File: src/rtl/evict_pkg.sv
package evict_pkg;

  typedef enum logic [1:0] {
    ST_EMPTY = 2'd0,
    ST_HOLD  = 2'd1,
    ST_DRAIN = 2'd2
  } evict_state_e;

endpackage

File: src/rtl/evict_order.sv
// Wrap-around word offset for the current beat of the burst.
module evict_order #(
  parameter int WORDS = 4,
  localparam int CNT_W = $clog2(WORDS)
) (
  input  logic [CNT_W-1:0] start_ofs,
  input  logic [CNT_W-1:0] beat,
  output logic [CNT_W-1:0] word_ofs
);

  logic [CNT_W:0] sum;
  logic [CNT_W:0] wrapped;

  always_comb begin
    sum = {1'b0, start_ofs} + {1'b0, beat};
    if (sum >= (CNT_W+1)'(WORDS)) begin
      wrapped = sum - (CNT_W+1)'(WORDS);
    end else begin
      wrapped = sum;
    end
    word_ofs = wrapped[CNT_W-1:0];
  end

endmodule

File: src/rtl/evict_store.sv
// Line, line address and starting word storage, with the beat word select.
module evict_store #(
  parameter int LA_W   = 28,
  parameter int WORD_W = 32,
  parameter int WORDS  = 4,
  localparam int CNT_W  = $clog2(WORDS),
  localparam int LINE_W = WORDS * WORD_W
) (
  input  logic              clk,
  input  logic              cap_en,
  input  logic [LA_W-1:0]   in_line_addr,
  input  logic [CNT_W-1:0]  in_start,
  input  logic [LINE_W-1:0] in_data,
  input  logic [CNT_W-1:0]  sel_ofs,
  output logic [LA_W-1:0]   line_addr,
  output logic [CNT_W-1:0]  start_ofs,
  output logic [WORD_W-1:0] sel_word
);

  logic [LINE_W-1:0] data_q;
  logic [LA_W-1:0]   addr_q;
  logic [CNT_W-1:0]  start_q;
  logic [WORD_W-1:0] words [WORDS];

  always_ff @(posedge clk) begin
    if (cap_en) begin
      data_q  <= in_data;
      addr_q  <= in_line_addr;
      start_q <= in_start;
    end
  end

  for (genvar g = 0; g < WORDS; g++) begin : g_unpack
    assign words[g] = data_q[g*WORD_W +: WORD_W];
  end

  assign sel_word  = words[sel_ofs];
  assign line_addr = addr_q;
  assign start_ofs = start_q;

endmodule

File: src/rtl/evict_seq.sv
// Hold / drain sequencer with the beat counter.
module evict_seq
  import evict_pkg::*;
#(
  parameter int WORDS = 4,
  localparam int CNT_W = $clog2(WORDS)
) (
  input  logic             clk,
  input  logic             rst_n,
  input  logic             ld_req,
  input  logic             fill_busy,
  input  logic             mem_ready,
  output logic             cap_en,
  output logic             mem_valid,
  output logic             mem_last,
  output logic [CNT_W-1:0] beat,
  output logic             full,
  output logic             draining
);

  localparam logic [CNT_W-1:0] LAST_BEAT = CNT_W'(WORDS - 1);

  evict_state_e     state_q, state_d;
  logic [CNT_W-1:0] beat_q, beat_d;
  logic             state_en, beat_en;

  always_comb begin
    state_d  = state_q;
    beat_d   = beat_q;
    state_en = 1'b0;
    beat_en  = 1'b0;
    cap_en   = 1'b0;
    case (state_q)
      ST_EMPTY: begin
        if (ld_req) begin
          cap_en   = 1'b1;
          state_d  = ST_HOLD;
          state_en = 1'b1;
          beat_d   = '0;
          beat_en  = 1'b1;
        end
      end
      ST_HOLD: begin
        if (!fill_busy) begin
          state_d  = ST_DRAIN;
          state_en = 1'b1;
        end
      end
      ST_DRAIN: begin
        if (mem_ready) begin
          beat_en = 1'b1;
          if (beat_q == LAST_BEAT) begin
            beat_d   = '0;
            state_d  = ST_EMPTY;
            state_en = 1'b1;
          end else begin
            beat_d = beat_q + CNT_W'(1);
          end
        end
      end
      default: begin
        state_d  = ST_EMPTY;
        state_en = 1'b1;
      end
    endcase
  end

  always_ff @(posedge clk or negedge rst_n) begin
    if (!rst_n) begin
      state_q <= ST_EMPTY;
    end else if (state_en) begin
      state_q <= state_d;
    end
  end

  always_ff @(posedge clk or negedge rst_n) begin
    if (!rst_n) begin
      beat_q <= '0;
    end else if (beat_en) begin
      beat_q <= beat_d;
    end
  end

  assign full      = (state_q != ST_EMPTY);
  assign draining  = (state_q == ST_DRAIN);
  assign mem_valid = draining;
  assign mem_last  = draining && (beat_q == LAST_BEAT);
  assign beat      = beat_q;

  // a held line does not drain while the fill is still running
  assert_fill_first_R5: assert property (@(posedge clk) disable iff (!rst_n)
    (full && !draining && fill_busy) |=> !mem_valid);

  // a stalled beat stays on the bus
  assert_beat_held_R7: assert property (@(posedge clk) disable iff (!rst_n)
    (mem_valid && !mem_ready) |=> (mem_valid && $stable(beat_q)));

  // full only clears after the final beat is accepted
  assert_clear_after_last_R8: assert property (@(posedge clk) disable iff (!rst_n)
    $fell(full) |-> $past(mem_valid && mem_ready && mem_last));

  // the burst stops after its last accepted beat
  assert_burst_ends_R6: assert property (@(posedge clk) disable iff (!rst_n)
    (mem_valid && mem_ready && mem_last) |=> !mem_valid);

endmodule

File: src/rtl/evict_buffer.sv
// Single-line dirty victim buffer between a data cache and memory.
module evict_buffer #(
  parameter int ADDR_W = 32,
  parameter int WORD_W = 32,
  parameter int WORDS  = 4
) (
  input  logic                           clk,
  input  logic                           rst_n,
  input  logic                           ld_valid,
  input  logic                           ld_dirty,
  input  logic [ADDR_W-$clog2(WORD_W/8)-1:0] ld_waddr,
  input  logic [WORDS*WORD_W-1:0]        ld_line,
  input  logic                           fill_busy,
  output logic                           buf_full,
  output logic                           draining,
  output logic                           mem_valid,
  input  logic                           mem_ready,
  output logic [ADDR_W-1:0]              mem_addr,
  output logic [WORD_W-1:0]              mem_data,
  output logic                           mem_last
);

  localparam int OFS_W  = $clog2(WORDS);
  localparam int BOFS_W = $clog2(WORD_W / 8);
  localparam int LA_W   = ADDR_W - OFS_W - BOFS_W;

  logic              ld_req;
  logic              cap_en;
  logic [OFS_W-1:0]  beat;
  logic [OFS_W-1:0]  start_ofs;
  logic [OFS_W-1:0]  word_ofs;
  logic [LA_W-1:0]   line_addr;

  assign ld_req = ld_valid && ld_dirty;

  evict_seq #(.WORDS(WORDS)) u_seq (
    .clk       (clk),
    .rst_n     (rst_n),
    .ld_req    (ld_req),
    .fill_busy (fill_busy),
    .mem_ready (mem_ready),
    .cap_en    (cap_en),
    .mem_valid (mem_valid),
    .mem_last  (mem_last),
    .beat      (beat),
    .full      (buf_full),
    .draining  (draining)
  );

  evict_order #(.WORDS(WORDS)) u_order (
    .start_ofs (start_ofs),
    .beat      (beat),
    .word_ofs  (word_ofs)
  );

  evict_store #(.LA_W(LA_W), .WORD_W(WORD_W), .WORDS(WORDS)) u_store (
    .clk          (clk),
    .cap_en       (cap_en),
    .in_line_addr (ld_waddr[ADDR_W-BOFS_W-1:OFS_W]),
    .in_start     (ld_waddr[OFS_W-1:0]),
    .in_data      (ld_line),
    .sel_ofs      (word_ofs),
    .line_addr    (line_addr),
    .start_ofs    (start_ofs),
    .sel_word     (mem_data)
  );

  assign mem_addr = {line_addr, word_ofs, {BOFS_W{1'b0}}};

  // a second line is never taken while one is held
  assert_no_overflow_R4: assert property (@(posedge clk) disable iff (!rst_n)
    (buf_full && ld_req) |-> !cap_en);

  // a stalled beat keeps its address
  assert_addr_held_R7: assert property (@(posedge clk) disable iff (!rst_n)
    (mem_valid && !mem_ready) |=> $stable(mem_addr));

endmodule

File: config.mk
export PLATFORM = sky130hd
export DESIGN_NAME = evict_buffer
export DESIGN_NICKNAME = d
export VERILOG_FILES = /design/src/rtl/evict_pkg.sv /design/src/rtl/evict_order.sv /design/src/rtl/evict_store.sv /design/src/rtl/evict_seq.sv /design/src/rtl/evict_buffer.sv
export SDC_FILE = /design/constraint.sdc
export NUM_CORES = 1
export LEC_CHECK = 0
export ABC_AREA = 1
export BUFFER_PORTS_ARGS = -buffer_cell sky130_fd_sc_hd__buf_4
export CAP_MARGIN = 40
export CORE_MARGIN = 2
export CORE_UTILIZATION = 40
export CTS_BUF_LIST = sky130_fd_sc_hd__clkbuf_4
export DETAILED_ROUTE_END_ITERATION = 8
export PLACE_DENSITY = 0.65
export RECOVER_POWER = 50
export SLEW_MARGIN = 30
export SYNTH_ARGS = -nofsm -noshare
export SYNTH_HDL_FRONTEND = slang
export SYNTH_SLANG_ARGS = --single-unit
File: constraint.sdc
create_clock -name clk -period 12.75 [get_ports clk]
set_clock_uncertainty 0.1 [all_clocks]
set_input_delay 2.55 -clock clk [delete_from_list [all_inputs] [get_ports clk]]
set_output_delay 2.55 -clock clk [all_outputs]
set_load 0.01 [all_outputs]
* Word-level counts from Yosys, hierarchy flattened *
Index checks and enable logic that the tools add are counted.

word-level totals
  output and inout bits = 68
  word-level logic and storage cells = 46
  register bits = 162
  input bits = 164

operators by class
  reductions and logical operators = 7
  $add $sub $neg = 3
  order comparisons = 2
  multiplexer cells = 21
  bitwise operators = 1
  equality and inequality tests = 7

operators with widths
  operator                                          number
  binary-select mux 32 bit (select 2 bit)           1
  2-to-1 mux 32 bit                                 2
  2-to-1 mux 2 bit                                  8
  inequality test 2 bit, second input constant      4
  >= comparator 3 bit, second input constant        2
  2-to-1 mux 1 bit                                  6
  case mux 2 bit (3 select lines)                   1
  AND reduction 5 bit                               1
  == test 2 bit, second input constant              2
  case mux 2 bit (2 select lines)                   1
  AND reduction 4 bit                               1
  nonzero test 2 bit                                2
  adder 2 x 2 -> 3 bit                              1
  NOT 2 -> 3 bit                                    1
  case mux 1 bit (3 select lines)                   1
  adder 2 x 1 -> 2 bit, second input constant       1
  == test 2 x 1 -> 1 bit, second input constant     1
  logical AND 1 bit                                 2
  zero test 2 bit                                   1
  case mux 1 bit (2 select lines)                   1
  subtractor 2 x 1 -> 2 bit, second input constant  1

* Longest topological paths before layout *
  depth in word-level cells = 7
  depth in mapped cells = 9

* Cells and area by module *
Synthesis repeated with hierarchy kept, for this count alone.

second synthesis, totals
  cell total of the unflattened synthesis = 580
  area, all modules = 6625.1 um^2

by module, submodules not included
  module        instances  area each (um^2)  sequential area each (um^2)  cells each
  evict_store   1          6307.3            4744.6                       532
  evict_seq     1          244.0             100.1                        33
  evict_order   1          47.5              0.0                          10
  evict_buffer  1          26.3              0.0                          5

* Worst setup path after synthesis *
OpenSTA, ideal clock, no wires.

  path kind = input -> register
  start = in ld_valid
  end = reg u_store.data_q[0] (enable)
  setup slack = 6.346 ns
  setup time = 0.511 ns
  required time = 12.139 ns
  cell stages on the path = 4
  arrival time = 5.794 ns
  cells stage by stage = nand2_1 > inv_1 > nand2_1 > inv_1

on the way
  word-level cells in the longest chain between the ends = 3

RTL lines
  what                  RTL line            source
  start, declared       evict_buffer.sv:9   input logic ld_valid,
  logical AND 1 bit     evict_buffer.sv:34  assign ld_req = ld_valid && ld_dirty;
  2-to-1 mux 1 bit      evict_seq.sv:35     if (ld_req) begin
  2-to-1 mux 1 bit      evict_seq.sv:33     case (state_q)
  named net cap_en      evict_buffer.sv:28  logic cap_en;
  end signal, assigned  evict_store.sv:27   data_q <= in_data;
  end, declared         evict_store.sv:20   logic [LINE_W-1:0] data_q;

The timed path passes the listed nets, and every way through them passes these cells.
A chain may end at the register's enable or synchronous reset.

* Final worst setup path *
  start = in ld_valid
  end = reg u_store.data_q[82] (enable)

The elaborated chain is that of the path after synthesis.

==> metrics.csv <==
stage,metric,value,unit
die,Core Area,0.0159,sq mm
clock_network,hold buffer count at CTS,0,
grt,initial antenna violation count,0,
sta,setup_tns,0,ns
grt,vias in the first global route,4573,
clock_network,H-Tree Depth,4,
logic_synthesis,Synth Register Bits,162,
cells_and_area,Diodes inserted,0,
placement,routability cong.,0.766,
cells_and_area,fin cells,978,
route,Pre-antenna DRT Iters,4,
clock_network,"CTS clk-pin slew, worst paths",0.14,ns
sta,RSZ-0062 raised after global routing,false,
clock_network,Setup Buffers After CTS,0,
logic_synthesis,top-count cell post-synth,edfxtp_1,
sta,worst slew pin tran,3.29,ns
sta,fmax,0.149,GHz
critical_path,Critical Path AT,6.88,ns
route,Vias,4522,
sta,relative slew slack,-1.21,
logic_synthesis,Synth top area share,0.728,
route,Residual DRC,0,
die,I/O pin count,232,
die,die extent in y,132,microns
job,max-cap violation count,1,
placement,placed cells,946,
logic_synthesis,Syn Inst Count,522,
sta,Tcrit/Tclk final,0.525,
cells_and_area,fin nets,915,
cells_and_area,layout overhead on the synthesized area,32.5,%
logic_synthesis,Post-synth ARST share,0.0247,
grt,total grt overflow,0,
logic_synthesis,ys flop type,edfxtp_1,
sta,Final min period,6.70,ns
critical_path,Crit. End Element,flip-flop,
clock_network,CTS tree,done,
die,Initial Util,0.411,
die,Die W,132,microns
sta,max-slew violations,80,
clock_network,clk_lat worst skew,0.54,ns
cells_and_area,Reg area,0.00484,sq mm
logic_synthesis,"Cell Area, Synth",0.00652,sq mm
pwr,Pwr Density,186,mW/mm^2
route,Vias per Instance,4.62,
route,"antenna viol nets, final",0,
placement,number of I/O port buffers,229,
logic_synthesis,"EDFF count, synth",158,
min_path,worst hold-check path type,flip-flop to flip-flop,
status,status,finished with violations,
cells_and_area,# fillers,1400,
logic_synthesis,Yosys cell types,25,
status,violated checks,"capacitance limit, slew limit",
logic_synthesis,largest area contributor in the netlist,edfxtp_1,
logic_synthesis,Avg Synthesized Cell Area,12.5,sq um
critical_path,CP startpoint kind,primary input,
logic_synthesis,Synth top cells by count,"edfxtp_1, nand2_1, inv_1",
pwr,Leak,3.74,nW
clock_network,Sink Count,162,
grt,GRT Overall Usage,0.168,
clock_network,post_cts resized,0,
die,die area,0.0173,sq mm
clock_network,clk buf depth,2,
critical_path,R2R Setup Slk,7.69,ns
route,DRT iter0 DRCs,284,
route,drt wl/cell,14.7,microns
critical_path,Crit path required time,12.94,ns
critical_path,CP max FO,79,
route,WL final,14.3,mm
logic_synthesis,YS warnings,0,
cells_and_area,area occupied by multi-input gates,0.00122,sq mm
cells_and_area,layout cell share with drive strength beyond 1,0.377,
placement,Post-DP HPWL,10.0,mm
grt,first-pass GRT wire length,22.7,mm
pwr,Max rail drop VDD,0.111,mV
die,FP Rows,46,
logic_synthesis,top post-synthesis cells by area,"edfxtp_1, nand2_1, o21ai_0, inv_1, nand3_1",
logic_synthesis,"Seq/Total Area, Yosys",0.743,
clock_network,root buf cell,clkbuf_4,
clock_network,CTS buffer count,17,
sta,Final Hold Vio Count,0,
sta,Final setup viols,0,
critical_path,Setup CP Type,primary input to flip-flop,
grt,largest net degree at the start of global routing,80,
==> path summary, 6_finish.rpt <==
kind / startpoint / cells after the start / end
min reg2reg: u_seq.state_q[1]$_DFFE_PN0P_ / 2 / u_seq.state_q[1]$_DFFE_PN0P_
max in group asynchronous: rst_n / 1 / u_seq.state_q[0]$_DFFE_PN0P_
min in group asynchronous: rst_n / 1 / u_seq.beat[1]$_DFFE_PN0P_
min: u_seq.state_q[1]$_DFFE_PN0P_ / 2 / u_seq.state_q[1]$_DFFE_PN0P_
max: ld_valid / 7 / u_store.data_q[82]$_DFFE_PP_
max reg2reg: u_seq.state_q[0]$_DFFE_PN0P_ / 5 / u_store.data_q[82]$_DFFE_PP_
==> through the flow <==
step / area (sq um) / hold WS, ns / power [mW] / worst slack, ns / util
floorplan: 6530 / 0.432 / 1.10 / 6.35 / -
global placement: 8340 / 0.460 / 1.32 / 7.91 / 0.525
detailed placement: 8420 / 0.519 / 1.35 / 7.95 / 0.530
CTS: 8660 / 0.537 / 1.62 / 7.44 / 0.545
global route: 8640 / 0.583 / 1.71 / 5.62 / 0.544
finish: 8640 / 0.540 / 1.60 / 6.05 / 0.544
==> layout by cell type (no fill, tap or decap), types with 3 or more instances in the layout <==
cell      count
inv_6         3
dfrtp_1       4
edfxtp_1    158
nand2_2      18
buf_4        69
nand2_1     127
nand3_1      35
clkinv_4      3
clkbuf_1      3
o21ai_0      64
inv_1        71
clkbuf_4    176
==> final cells by class <==
class / instances / area share
clock buffer: 18 / 0.0156
clock inverter: 14 / 0.0124
inverter: 74 / 0.0323
multi-input combinational: 261 / 0.141
sequential: 162 / 0.561
tap: 216 / 0.0313
timing repair buffer: 233 / 0.207
==> layer usage <==
layer / GRT usage / vias to the layer above / share of wire
met5: 0 / - / 0
met4: 0.0616 / 0 / 0.014
met3: 0.0741 / 18 / 0.11
met2: 0.280 / 205 / 0.48
met1: 0.193 / 2093 / 0.39
li1: - / 2206 / -
==> sequential cells by signal, indices dropped and copies added, names as in the netlist <==
name / count
u_seq.beat: 2
u_seq.state_q: 2
u_store.data_q: 128
u_store.line_addr: 28
u_store.start_ofs: 2
==> power by group <==
group	total (mW)	switching (mW)	internal (mW)	leakage (nW)
Sequential	0.683	0.0210	0.662	1.51
Clock	0.270	0.188	0.0825	0.132
Combinational	0.651	0.382	0.269	2.09
==> kinds of logic (layout without fill, tap and decap cells) <==
logic type               Yosys count  in the layout  share of synthesized area
AO/OA/AOI/OAI                     67             67                     0.0514
other                              1              2                   0.000575
AND/OR/NAND/NOR                  190            190                      0.129
buffers and inverters            100            339                     0.0727
adder cells (fa/ha/maj)            2              2                    0.00384
flip-flops                       162            162                      0.743
==> critical path, cell delays in order <==
cell	delay, ns
clkbuf_4	0.11
nand2_1	0.07
inv_1	0.04
nand2_1	0.10
clkinvlp_2	2.45
buf_4	1.23
buf_12	0.28
(Power assumes the default switching activity.)
